<file path="config.mk">
export PLATFORM = sky130hd
export DESIGN_NAME = spi_hold_slave
export DESIGN_NICKNAME = d
export VERILOG_FILES = /design/src/rtl/spi_hold_pkg.sv /design/src/rtl/spi_pin_sync.sv /design/src/rtl/spi_rx_deser.sv /design/src/rtl/spi_tx_ser.sv /design/src/rtl/spi_hold_slave.sv
export SDC_FILE = /design/constraint.sdc
export NUM_CORES = 1
export LEC_CHECK = 0
export BUFFER_PORTS_ARGS = -buffer_cell sky130_fd_sc_hd__buf_2
export CAP_MARGIN = 40
export CORE_MARGIN = 5
export CORE_UTILIZATION = 54
export CTS_CLUSTER_DIAMETER = 80
export DETAILED_ROUTE_END_ITERATION = 7
export GPL_TIMING_DRIVEN = 0
export HOLD_SLACK_MARGIN = 0.15
export PLACE_DENSITY = 0.76
export SKIP_LAST_GASP = 1
export SLEW_MARGIN = 10
export SYNTH_ARGS = -nofsm -noshare
export SYNTH_HDL_FRONTEND = slang
export SYNTH_SLANG_ARGS = --single-unit
export TNS_END_PERCENT = 1
</file>
<file path="constraint.sdc">
create_clock -name clk -period 2.25 [get_ports clk]
set_input_delay 0.225 -clock clk [delete_from_list [all_inputs] [get_ports clk]]
set_output_delay 0.225 -clock clk [all_outputs]
set_load 0.1 [all_outputs]
</file>
<file path="src/rtl/spi_hold_pkg.sv">
package spi_hold_pkg;
  localparam int PIN_N   = 4;
  localparam int P_CSN   = 0;
  localparam int P_SCK   = 1;
  localparam int P_MOSI  = 2;
  localparam int P_HOLDN = 3;
  localparam int EDGE_N  = 2;
  // idle bus: chip select and pause released, clock and data low
  localparam logic [PIN_N-1:0] PIN_IDLE = 4'b1001;

  function automatic logic field_match(input logic [7:0] hdr, input logic [1:0] strap);
    return hdr[7:6] == strap;
  endfunction
endpackage

</file>
<file path="src/rtl/spi_pin_sync.sv">
module spi_pin_sync #(
  parameter int W = 4,
  parameter int EDGE_W = 2,
  parameter int STAGES = 2,
  parameter logic [W-1:0] RST_VAL = '0
) (
  input  logic              clk,
  input  logic              rst,
  input  logic [W-1:0]      pin_i,
  output logic [W-1:0]      lvl_o,
  output logic [EDGE_W-1:0] prv_o
);
  logic [STAGES-1:0][W-1:0] chain_q;
  logic [EDGE_W-1:0]        prv_q;

  generate
    if (STAGES == 1) begin : g_one
      always_ff @(posedge clk) begin
        if (rst) chain_q[0] <= RST_VAL;
        else     chain_q[0] <= pin_i;
      end
    end else begin : g_many
      always_ff @(posedge clk) begin
        if (rst) chain_q <= {STAGES{RST_VAL}};
        else     chain_q <= {chain_q[STAGES-2:0], pin_i};
      end
    end
  endgenerate

  always_ff @(posedge clk) begin
    if (rst) prv_q <= RST_VAL[EDGE_W-1:0];
    else     prv_q <= chain_q[STAGES-1][EDGE_W-1:0];
  end

  assign lvl_o = chain_q[STAGES-1];
  assign prv_o = prv_q;
endmodule

</file>
<file path="src/rtl/spi_rx_deser.sv">
module spi_rx_deser #(
  parameter int DATA_W = 8,
  parameter int CNT_W = $clog2(DATA_W)
) (
  input  logic              clk,
  input  logic              rst,
  input  logic              clr,
  input  logic              en,
  input  logic              din,
  output logic [CNT_W-1:0]  cnt_o,
  output logic              done_o,
  output logic [DATA_W-1:0] word_o
);
  localparam logic [CNT_W-1:0] LAST = CNT_W'(DATA_W - 1);

  logic [DATA_W-1:0] sh_q;
  logic [CNT_W-1:0]  cnt_q;

  assign word_o = {sh_q[DATA_W-2:0], din};
  assign done_o = en && (cnt_q == LAST);
  assign cnt_o  = cnt_q;

  always_ff @(posedge clk) begin
    if (rst || clr) begin
      sh_q  <= '0;
      cnt_q <= '0;
    end else if (en) begin
      sh_q  <= word_o;
      cnt_q <= done_o ? '0 : cnt_q + 1'b1;
    end
  end

  // without a capture enable the bit position is frozen (pause keeps position)
  assert_pos_frozen_R8: assert property (@(posedge clk) disable iff (rst)
    (!en && !clr) |=> $stable(cnt_q));
endmodule

</file>
<file path="src/rtl/spi_tx_ser.sv">
module spi_tx_ser #(
  parameter int DATA_W = 8
) (
  input  logic              clk,
  input  logic              rst,
  input  logic              clr,
  input  logic              load,
  input  logic              shift,
  input  logic [DATA_W-1:0] din,
  output logic              bit_o
);
  logic [DATA_W-1:0] sh_q;

  always_ff @(posedge clk) begin
    if (rst || clr)  sh_q <= '0;
    else if (load)   sh_q <= din;
    else if (shift)  sh_q <= {sh_q[DATA_W-2:0], 1'b0};
  end

  assign bit_o = sh_q[DATA_W-1];
endmodule

</file>
<file path="src/rtl/spi_hold_slave.sv">
module spi_hold_slave #(
  parameter int DATA_W = 8,
  parameter int ADDR_W = 2,
  parameter int ADDR_LSB = DATA_W - ADDR_W,
  parameter int SYNC_STAGES = 2
) (
  input  logic              clk,
  input  logic              rst,
  input  logic              spi_csn,
  input  logic              spi_sck,
  input  logic              spi_mosi,
  input  logic              spi_hold_n,
  input  logic [ADDR_W-1:0] dev_strap,
  input  logic [DATA_W-1:0] tx_byte,
  output logic              spi_miso,
  output logic              spi_miso_oe,
  output logic              rx_valid,
  output logic [DATA_W-1:0] rx_byte,
  output logic              rx_first,
  output logic              frame_start,
  output logic              frame_end,
  output logic              frame_whole,
  output logic              frame_abort
);
  import spi_hold_pkg::*;

  localparam int CNT_W = $clog2(DATA_W);

  logic [PIN_N-1:0]  pin_vec, lvl;
  logic [EDGE_N-1:0] prv;
  logic cs_fall, cs_rise, sck_rise, sck_fall, cs_evt, live;
  logic rx_en, rx_done, tx_load, tx_shift, addr_ok, tx_bit;
  logic [CNT_W-1:0]  bit_pos;
  logic [DATA_W-1:0] word;

  logic active_q, hold_q, first_q, matched_q, mism_q;
  logic rx_valid_q, rx_first_q, start_q, end_q, whole_q, abort_q;
  logic [DATA_W-1:0] rx_byte_q;

  assign pin_vec = {spi_hold_n, spi_mosi, spi_sck, spi_csn};

  spi_pin_sync #(.W(PIN_N), .EDGE_W(EDGE_N), .STAGES(SYNC_STAGES), .RST_VAL(PIN_IDLE)) u_sync (
    .clk(clk), .rst(rst), .pin_i(pin_vec), .lvl_o(lvl), .prv_o(prv)
  );

  assign cs_fall  =  prv[P_CSN] & ~lvl[P_CSN];
  assign cs_rise  = ~prv[P_CSN] &  lvl[P_CSN];
  assign sck_rise = ~prv[P_SCK] &  lvl[P_SCK];
  assign sck_fall =  prv[P_SCK] & ~lvl[P_SCK];
  assign cs_evt   = cs_fall | cs_rise;

  // shifting allowed only inside a live, unpaused, non-rejected frame
  assign live     = active_q & ~cs_evt & ~hold_q & ~mism_q;
  assign rx_en    = live & sck_rise;
  assign tx_shift = live & sck_fall & (bit_pos != '0);
  assign tx_load  = live & sck_fall & (bit_pos == '0) & matched_q;

  spi_rx_deser #(.DATA_W(DATA_W), .CNT_W(CNT_W)) u_rx (
    .clk(clk), .rst(rst), .clr(cs_fall), .en(rx_en), .din(lvl[P_MOSI]),
    .cnt_o(bit_pos), .done_o(rx_done), .word_o(word)
  );

  spi_tx_ser #(.DATA_W(DATA_W)) u_tx (
    .clk(clk), .rst(rst), .clr(cs_fall), .load(tx_load), .shift(tx_shift),
    .din(tx_byte), .bit_o(tx_bit)
  );

  generate
    if (DATA_W == 8 && ADDR_W == 2 && ADDR_LSB == 6) begin : g_fn_match
      assign addr_ok = field_match(word, dev_strap);
    end else begin : g_gen_match
      assign addr_ok = (word[ADDR_LSB +: ADDR_W] == dev_strap);
    end
  endgenerate

  always_ff @(posedge clk) begin
    if (rst) begin
      active_q   <= 1'b0;
      hold_q     <= 1'b0;
      first_q    <= 1'b0;
      matched_q  <= 1'b0;
      mism_q     <= 1'b0;
      rx_valid_q <= 1'b0;
      rx_first_q <= 1'b0;
      rx_byte_q  <= '0;
      start_q    <= 1'b0;
      end_q      <= 1'b0;
      whole_q    <= 1'b0;
      abort_q    <= 1'b0;
    end else begin
      rx_valid_q <= 1'b0;
      start_q    <= 1'b0;
      end_q      <= 1'b0;
      whole_q    <= 1'b0;
      abort_q    <= 1'b0;
      if (cs_rise) begin
        if (active_q && !mism_q) begin
          end_q   <= 1'b1;
          whole_q <= (bit_pos == '0) && !first_q;
        end
        active_q  <= 1'b0;
        hold_q    <= 1'b0;
        first_q   <= 1'b0;
        matched_q <= 1'b0;
        mism_q    <= 1'b0;
      end else if (cs_fall) begin
        active_q  <= 1'b1;
        start_q   <= 1'b1;
        first_q   <= 1'b1;
        matched_q <= 1'b0;
        mism_q    <= 1'b0;
        hold_q    <= 1'b0;
      end else if (active_q) begin
        if (!lvl[P_SCK]) hold_q <= ~lvl[P_HOLDN];
        if (rx_done) begin
          if (first_q) begin
            first_q <= 1'b0;
            if (addr_ok) begin
              matched_q  <= 1'b1;
              rx_valid_q <= 1'b1;
              rx_first_q <= 1'b1;
              rx_byte_q  <= word;
            end else begin
              mism_q  <= 1'b1;
              abort_q <= 1'b1;
            end
          end else begin
            rx_valid_q <= 1'b1;
            rx_first_q <= 1'b0;
            rx_byte_q  <= word;
          end
        end
      end
    end
  end

  assign spi_miso    = tx_bit;
  assign spi_miso_oe = active_q & matched_q & ~hold_q;
  assign rx_valid    = rx_valid_q;
  assign rx_byte     = rx_byte_q;
  assign rx_first    = rx_first_q;
  assign frame_start = start_q;
  assign frame_end   = end_q;
  assign frame_whole = whole_q;
  assign frame_abort = abort_q;

  // upward strobes are exclusive
  assert_strobe_excl_R10: assert property (@(posedge clk) disable iff (rst)
    $onehot0({rx_valid_q, start_q, end_q, abort_q}));
  // bytes are delivered only inside a selected frame
  assert_rx_in_frame_R2: assert property (@(posedge clk) disable iff (rst)
    rx_valid_q |-> active_q);
  // a rejected frame yields no data and no end
  assert_reject_quiet_R4: assert property (@(posedge clk) disable iff (rst)
    mism_q |=> (!rx_valid_q && !end_q));
  // output is driven only once the header has been accepted
  assert_oe_after_hdr_R5: assert property (@(posedge clk) disable iff (rst)
    spi_miso_oe |-> !first_q);
  // no byte completes while paused
  assert_pause_no_rx_R7: assert property (@(posedge clk) disable iff (rst)
    hold_q |=> !rx_valid_q);
  // the whole-bytes flag qualifies only a frame end
  assert_whole_with_end_R9: assert property (@(posedge clk) disable iff (rst)
    whole_q |-> end_q);
endmodule

</file>
## After elaboration in Yosys (flattened, before gate mapping)

Index checks and enable logic that the tools add are counted.

| cells by class | value |
|---|---|
| add/subtract/negate cells | 1 |
| multipliers | 0 |
| divide/modulo/power cells | 0 |
| magnitude comparators | 0 |
| equal/unequal tests | 3 |
| shift operators | 0 |
| muxes and demuxes | 15 |
| bitwise gates (word level) | 30 |
| reductions and logical operators | 22 |

Operator list:

| cell | number |
|---|---|
| $mux 8 | 4 |
| $not 1->1 | 15 |
| $and 1x1->1 | 14 |
| $mux 1 | 10 |
| $reduce_and 4->1 | 2 |
| $reduce_bool 2->1 | 3 |
| $reduce_or 3->1 | 2 |
| $reduce_or 6->1 | 1 |
| $reduce_and 5->1 | 1 |
| $reduce_or 5->1 | 1 |
| $reduce_and 2->1 | 2 |
| $reduce_or 2->1 | 2 |
| $add 3x1->3 const B | 1 |
| $eq 3x3->1 const B | 1 |
| $logic_and 1x1->1 | 3 |
| $logic_not 3->1 | 1 |
| $mux 3 | 1 |
| $reduce_bool 3->1 | 1 |
| $eq 2x2->1 | 1 |
| $logic_not 1->1 | 2 |
| $ne 2x2->1 const B | 1 |
| $logic_or 1x1->1 | 1 |
| $or 1x1->1 | 1 |

| storage, ports and cells | value |
|---|---|
| register bits | 47 |
| bits in latches | 0 |
| bits in writable memories | 0 |
| bits in read-only memories | 0 |
| input bits | 16 |
| output and inout port bits | 16 |
| logic and storage cells | 89 |
| memories | 0 |

## Longest topological paths before layout

| depth | value |
|---|---|
| depth in word-level cells | 12 |
| gate-level depth with buffers | 7 |
| depth with buffers taken out | 6 |

## By module

A second synthesis with hierarchy kept.

| second synthesis, totals | value |
|---|---|
| cells, all modules | 222 |
| area, all modules | 2199.6 µm² |

Modules (own cells, without submodules):

| module | times used | cells each | area an instance (µm²) | sequential area each (µm²) |
|---|---|---|---|---|
| spi_hold_slave | 1 | 124 | 1081.0 | 380.4 |
| spi_tx_ser | 1 | 35 | 419.2 | 160.2 |
| spi_rx_deser | 1 | 39 | 406.6 | 200.2 |
| spi_pin_sync | 1 | 24 | 292.8 | 200.2 |

## Least setup slack after synthesis

No wires, ideal clock.

| path | value |
|---|---|
| kind | register -> register |
| from | reg u_sync.chain_q (netlist bit u_sync.lvl_o[0]) |
| to | reg u_tx.sh_q[1] |
| library setup time | 0.079 ns |
| data arrival time | 1.482 ns |
| data required time | 2.171 ns |
| slack | 0.689 ns |
| cell stages (with the launch flop) | 8 |
| path buffers | 1 |
| clock period less this slack | 1.561 ns |
| path through | dfxtp_1 -> inv_1 -> ha_1 -> and4bb_4 -> and4bb_4 -> buf_6 -> nor2_1 -> a211oi_2 |

| on the way | value |
|---|---|
| word-level cells in the longest chain between the ends | 11 |
| elaborated cells on any way between the ends | 15 |
| classes of those cells | 1 x mux; 12 x bitwise; 2 x reduce/logical |

RTL lines:

| item | RTL line | source |
|---|---|---|
| from (decl) | spi_pin_sync.sv:13 | `logic [STAGES-1:0][W-1:0] chain_q;` |
| from (signal assigned) | spi_pin_sync.sv:24 | `if (rst) chain_q <= {STAGES{RST_VAL}};` |
| from (signal assigned) | spi_pin_sync.sv:25 | `else chain_q <= {chain_q[STAGES-2:0], pin_i};` |
| $not 1->1 | spi_hold_slave.sv:46 | `assign cs_fall = prv[P_CSN] & ~lvl[P_CSN];` |
| $and 1x1->1 | spi_hold_slave.sv:46 |  |
| $or 1x1->1 | spi_hold_slave.sv:50 | `assign cs_evt = cs_fall \| cs_rise;` |
| $not 1->1 | spi_hold_slave.sv:53 | `assign live = active_q & ~cs_evt & ~hold_q & ~mism_q;` |
| $and 1x1->1 (3 in a row) | spi_hold_slave.sv:53 |  |
| $and 1x1->1 | spi_hold_slave.sv:55, spi_hold_slave.sv:56 |  |
| $and 1x1->1 (2 in a row) | spi_hold_slave.sv:56 | `assign tx_load = live & sck_fall & (bit_pos == '0) & matched_q;` |
| $mux 8 or $reduce_bool 2->1 (tied branches) | n/a |  |
| to (signal assigned) | spi_tx_ser.sv:16 | `else if (load) sh_q <= din;` |
| to (signal assigned) | spi_tx_ser.sv:17 | `else if (shift) sh_q <= {sh_q[DATA_W-2:0], 1'b0};` |
| to (decl) | spi_tx_ser.sv:12 | `logic [DATA_W-1:0] sh_q;` |

Several ways; a longest one is shown, not always the timed one.
A chain may end at the register's enable or synchronous reset.

## Worst setup path in the final report

| path | value |
|---|---|
| from | reg u_sync.chain_q (netlist bit u_sync.lvl_o[0]) |
| to | reg rx_byte_q[0] (netlist: rx_byte[0]) |

| on the way | value |
|---|---|
| word-level cells in the longest chain between the ends | 10 |
| elaborated cells on any way between the ends | 13 |
| classes of those cells | 11 x bitwise; 2 x reduce/logical |

RTL lines:

| item | RTL line | source |
|---|---|---|
| $not 1->1 | spi_hold_slave.sv:46 |  |
| $and 1x1->1 | spi_hold_slave.sv:46 |  |
| $or 1x1->1 | spi_hold_slave.sv:50 |  |
| $not 1->1 | spi_hold_slave.sv:53 |  |
| $and 1x1->1 (3 in a row) | spi_hold_slave.sv:53 |  |
| $and 1x1->1 | spi_hold_slave.sv:54 | `assign rx_en = live & sck_rise;` |
| $logic_and 1x1->1 | spi_rx_deser.sv:20 | `assign done_o = en && (cnt_q == LAST);` |
| $reduce_and 5->1 (no line) * | n/a |  |
| to (signal assigned) | spi_hold_slave.sv:122 | `rx_byte_q <= word;` |
| to (signal assigned) | spi_hold_slave.sv:130 | `rx_byte_q <= word;` |
| to (decl) | spi_hold_slave.sv:38 | `logic [DATA_W-1:0] rx_byte_q;` |

Mark *: on every way between the ends. The rest lies on a longest branch, timed or not.

==> run metrics <==
Placed Instance Area 2060 sq um; Ys Warns 0; synthesized area ~1800 sq um; # Max-Cap Violations 0; Pwr Density roughly 600 nW/um^2; n_diodes 0; final setup skew roughly 0.013 ns; most common cell after layout, fill and taps aside dfxtp_1; Starting Density between 50 and 60%; Sw Ratio between 20% and 30%; Comb pwr share approximately 5.5%; hold depth 3; setup TNS 0 ns; buffers from clock root to sink, at most 2; Util after Layout about 66%; CP required between 2 and 3 ns; sequential power share between 60% and 70%; 1st-iter DRT viols 42; All-Layer GR Usage between 15 and 20%; first-pass GRT wire length between 5000 and 6000 um; crit path max fanout 10; Post-Synthesis Cells between 150 and 200; Syn Area/Cell around 10 sq um; clock-pin slew on the worst setup and hold paths 0.13 ns; Leakage between 0.9 and 1 nW; Worst Slack Setup Final around 0.43 ns; drt pass-1 iters 4; cts bufs inserted 5; commonest non-fill, non-tap cells in the layout dfxtp_1, buf_2, mux2i_1; initial antenna violation count 0; post-DP HPWL approximately 2600 um; Layout area overhead 18.3%; Hold WC Path Type in -> reg; fin. max-slew vios 0; top-level port count 32; CTS Root Buffer Type clkbuf_4; critical path class reg -> reg; Pwr Total around 1.3 mW; Setup Slack @ Placement roughly 0.46 ns; Congestion Overflow GR 0; WP data arrival between 2 and 2.5 ns; Final nets approximately 250; switching power about 0.29 mW; Die Ht a little under 70 um; via count about 1,300; routability cong. a little under 0.8; vias per std cell a little under 5; post-synth net total 200; synth unique cells 34; layout cells sized above 1 around a quarter; DIE AREA between 4000 and 5000 sq um; final instance area between 2000 and 2500 sq um; final setup fails 0; Seq cells post-synth 47; DRC 0; Max-slew headroom roughly two thirds; Final Hold Vio Count 0; fin crit share 80.8%; outcome complete, no violations; worst-margin pin slew around 0.49 ns; FILL cells between 200 and 300; FF-to-FF path depth 7; Worst VDD drop roughly 0.00042 V; routed wire length 3460 um; clock latency on the worst-skew pair 0.35 ns; post-synthesis sequential area ratio between 50% and 60%; CTS sink cnt between 40 and 50; Worst setup EP type register; crit path launch type register; Core Area roughly 3300 sq um; row count 21; CTS resizes 0; largest net degree at the start of global routing 14; clock network power share between 20% and 30%; RSZ-0062 raised after global routing false; H-tree depth 2; die width slightly below 70 um; Fmax 550 MHz; Routed Antenna Nets 0; Pint 1.02 mW; Final Critical Period 1.82 ns; number of global-route vias before repair roughly 1,400; routed length per instance about 13 um; Post-CTS Setup Bufs 0; port bufs 31; TritonCTS clock tree yes
==> worst max-delay path, cell delays in order, from the launching register on <==
cell      delay (ns)
dfxtp_1         0.36
inv_1           0.06
ha_1            0.29
and4bb_4        0.27
nand4_2         0.20
nor2b_2         0.18
buf_6           0.17
mux2i_1         0.21
==> what timing repair did <==
item | 4_1_cts | 5_1_grt
endpoints found under the setup margin | 0 | 0
hold endpoints to repair | 5 | 0
hold buffers | 7 | 0
==> flip-flops by register name, indices dropped and copies added (netlist names), 2 cells and up <==
name / count
rx_byte: 8
u_rx.cnt_o: 3
u_rx.sh_q: 7
u_sync.chain_q: 4
u_tx.sh_q: 8
u_sync.prv_o: 2
u_sync.lvl_o: 4
==> layout make-up <==
type / instances / area (sq um) / share of cell area [%]
timing repair buffer: 38 / 225 / 10.3
inverter: 6 / 22.5 / 1.03
clock inverter: 1 / 5.00 / 0.229
buffer: 8 / 48.8 / 2.23
sequential: 47 / 941 / 43.0
clock buffer: 6 / 51.3 / 2.35
multi-input combinational: 118 / 836 / 38.2
tap: 46 / 57.6 / 2.63
==> power by group through the flow <==
| stage | clock network, mW | logic, mW | registers (mW) |
|---|---|---|---|
| finish | 0.389 | 0.0715 | 0.851 |
| global route | 0.440 | 0.0792 | 0.853 |
| CTS | 0.402 | 0.0721 | 0.851 |
| detailed placement | 0 | 0.0624 | 0.869 |
| global placement | 0 | 0.0607 | 0.869 |
| floorplan | 0 | 0.0348 | 0.871 |
==> metal layers <==
layer / GRT usage (%) / part of all wire [%]
met5: 0 / 0
met4: 6.70 / 1.1
met3: 4.70 / 4.2
met2: 31.1 / 53
met1: 17.8 / 42
==> path summary, 6_finish.rpt <==
kind	endpoint	slack (ns)	start
setup reg to reg	rx_byte[0]$_SDFFE_PP0P_	0.43	u_sync.lvl_o[0]$_SDFF_PP1_
hold / removal	u_tx.sh_q[4]$_SDFFE_PP0P_	0.20	tx_byte[4]
hold reg to reg	u_sync.lvl_o[3]$_SDFF_PP1_	0.43	u_sync.chain_q[3]$_SDFF_PP1_
setup / recovery	rx_byte[0]$_SDFFE_PP0P_	0.43	u_sync.lvl_o[0]$_SDFF_PP1_
==> metrics by stage <==
stage,std cells,hold WS [ns]
after CTS,270,0.200
after global placement,256,0.393
after detailed placement,256,0.405
after floorplan,179,0.297
after global routing,270,0.212
final,270,0.204
==> logic make-up (layout without fill, tap and decap cells) <==
| logic type | after synthesis | after routing | share of synthesized area (%) |
|---|---|---|---|
| muxes | 22 | 22 | 11.9 |
| and+or+nand+nor | 72 | 72 | 21.8 |
| DFF | 47 | 47 | 50.9 |
| AOI/OAI and AO/OA | 17 | 17 | 7.18 |
| adders and majority gates | 5 | 5 | 3.39 |
| xor gates and xnor gates | 2 | 2 | 0.948 |
| buffers and inverters | 14 | 59 | 3.86 |
==> cell usage after synthesis <==
master     number  area, sq um
a2111oi_0       1         8.76
a211oi_1        4         30.0
a211oi_2        3         37.5
a21oi_1         5         25.0
and2_1          1         6.26
and3b_1         1         8.76
and4bb_4        2         32.5
buf_2           3         15.0
buf_6           2         22.5
clkbuf_1        3         11.3
clkinv_1        1         3.75
dfxtp_1        47          941
ha_1            5         62.6
inv_1           5         18.8
mux2i_1        22          220
nand2_1        20         75.1
nand2b_1        1         6.26
nand3b_1        2         15.0
nand4_2         1         12.5
nand4b_1        1         8.76
nor2_1         19         71.3
nor2b_1         7         43.8
nor2b_2         1         8.76
nor3_1          3         15.0
nor3b_1         2         15.0
nor4b_1         1         8.76
nor4bb_1        2         20.0
o21a_1          2         15.0
o21ai_0         1         5.00
o221a_1         1         11.3
or2_2           5         31.3
or3_1           1         6.26
or3b_1          2         17.5
xor2_1          2         17.5
Power figures use the tool's default switching activity.
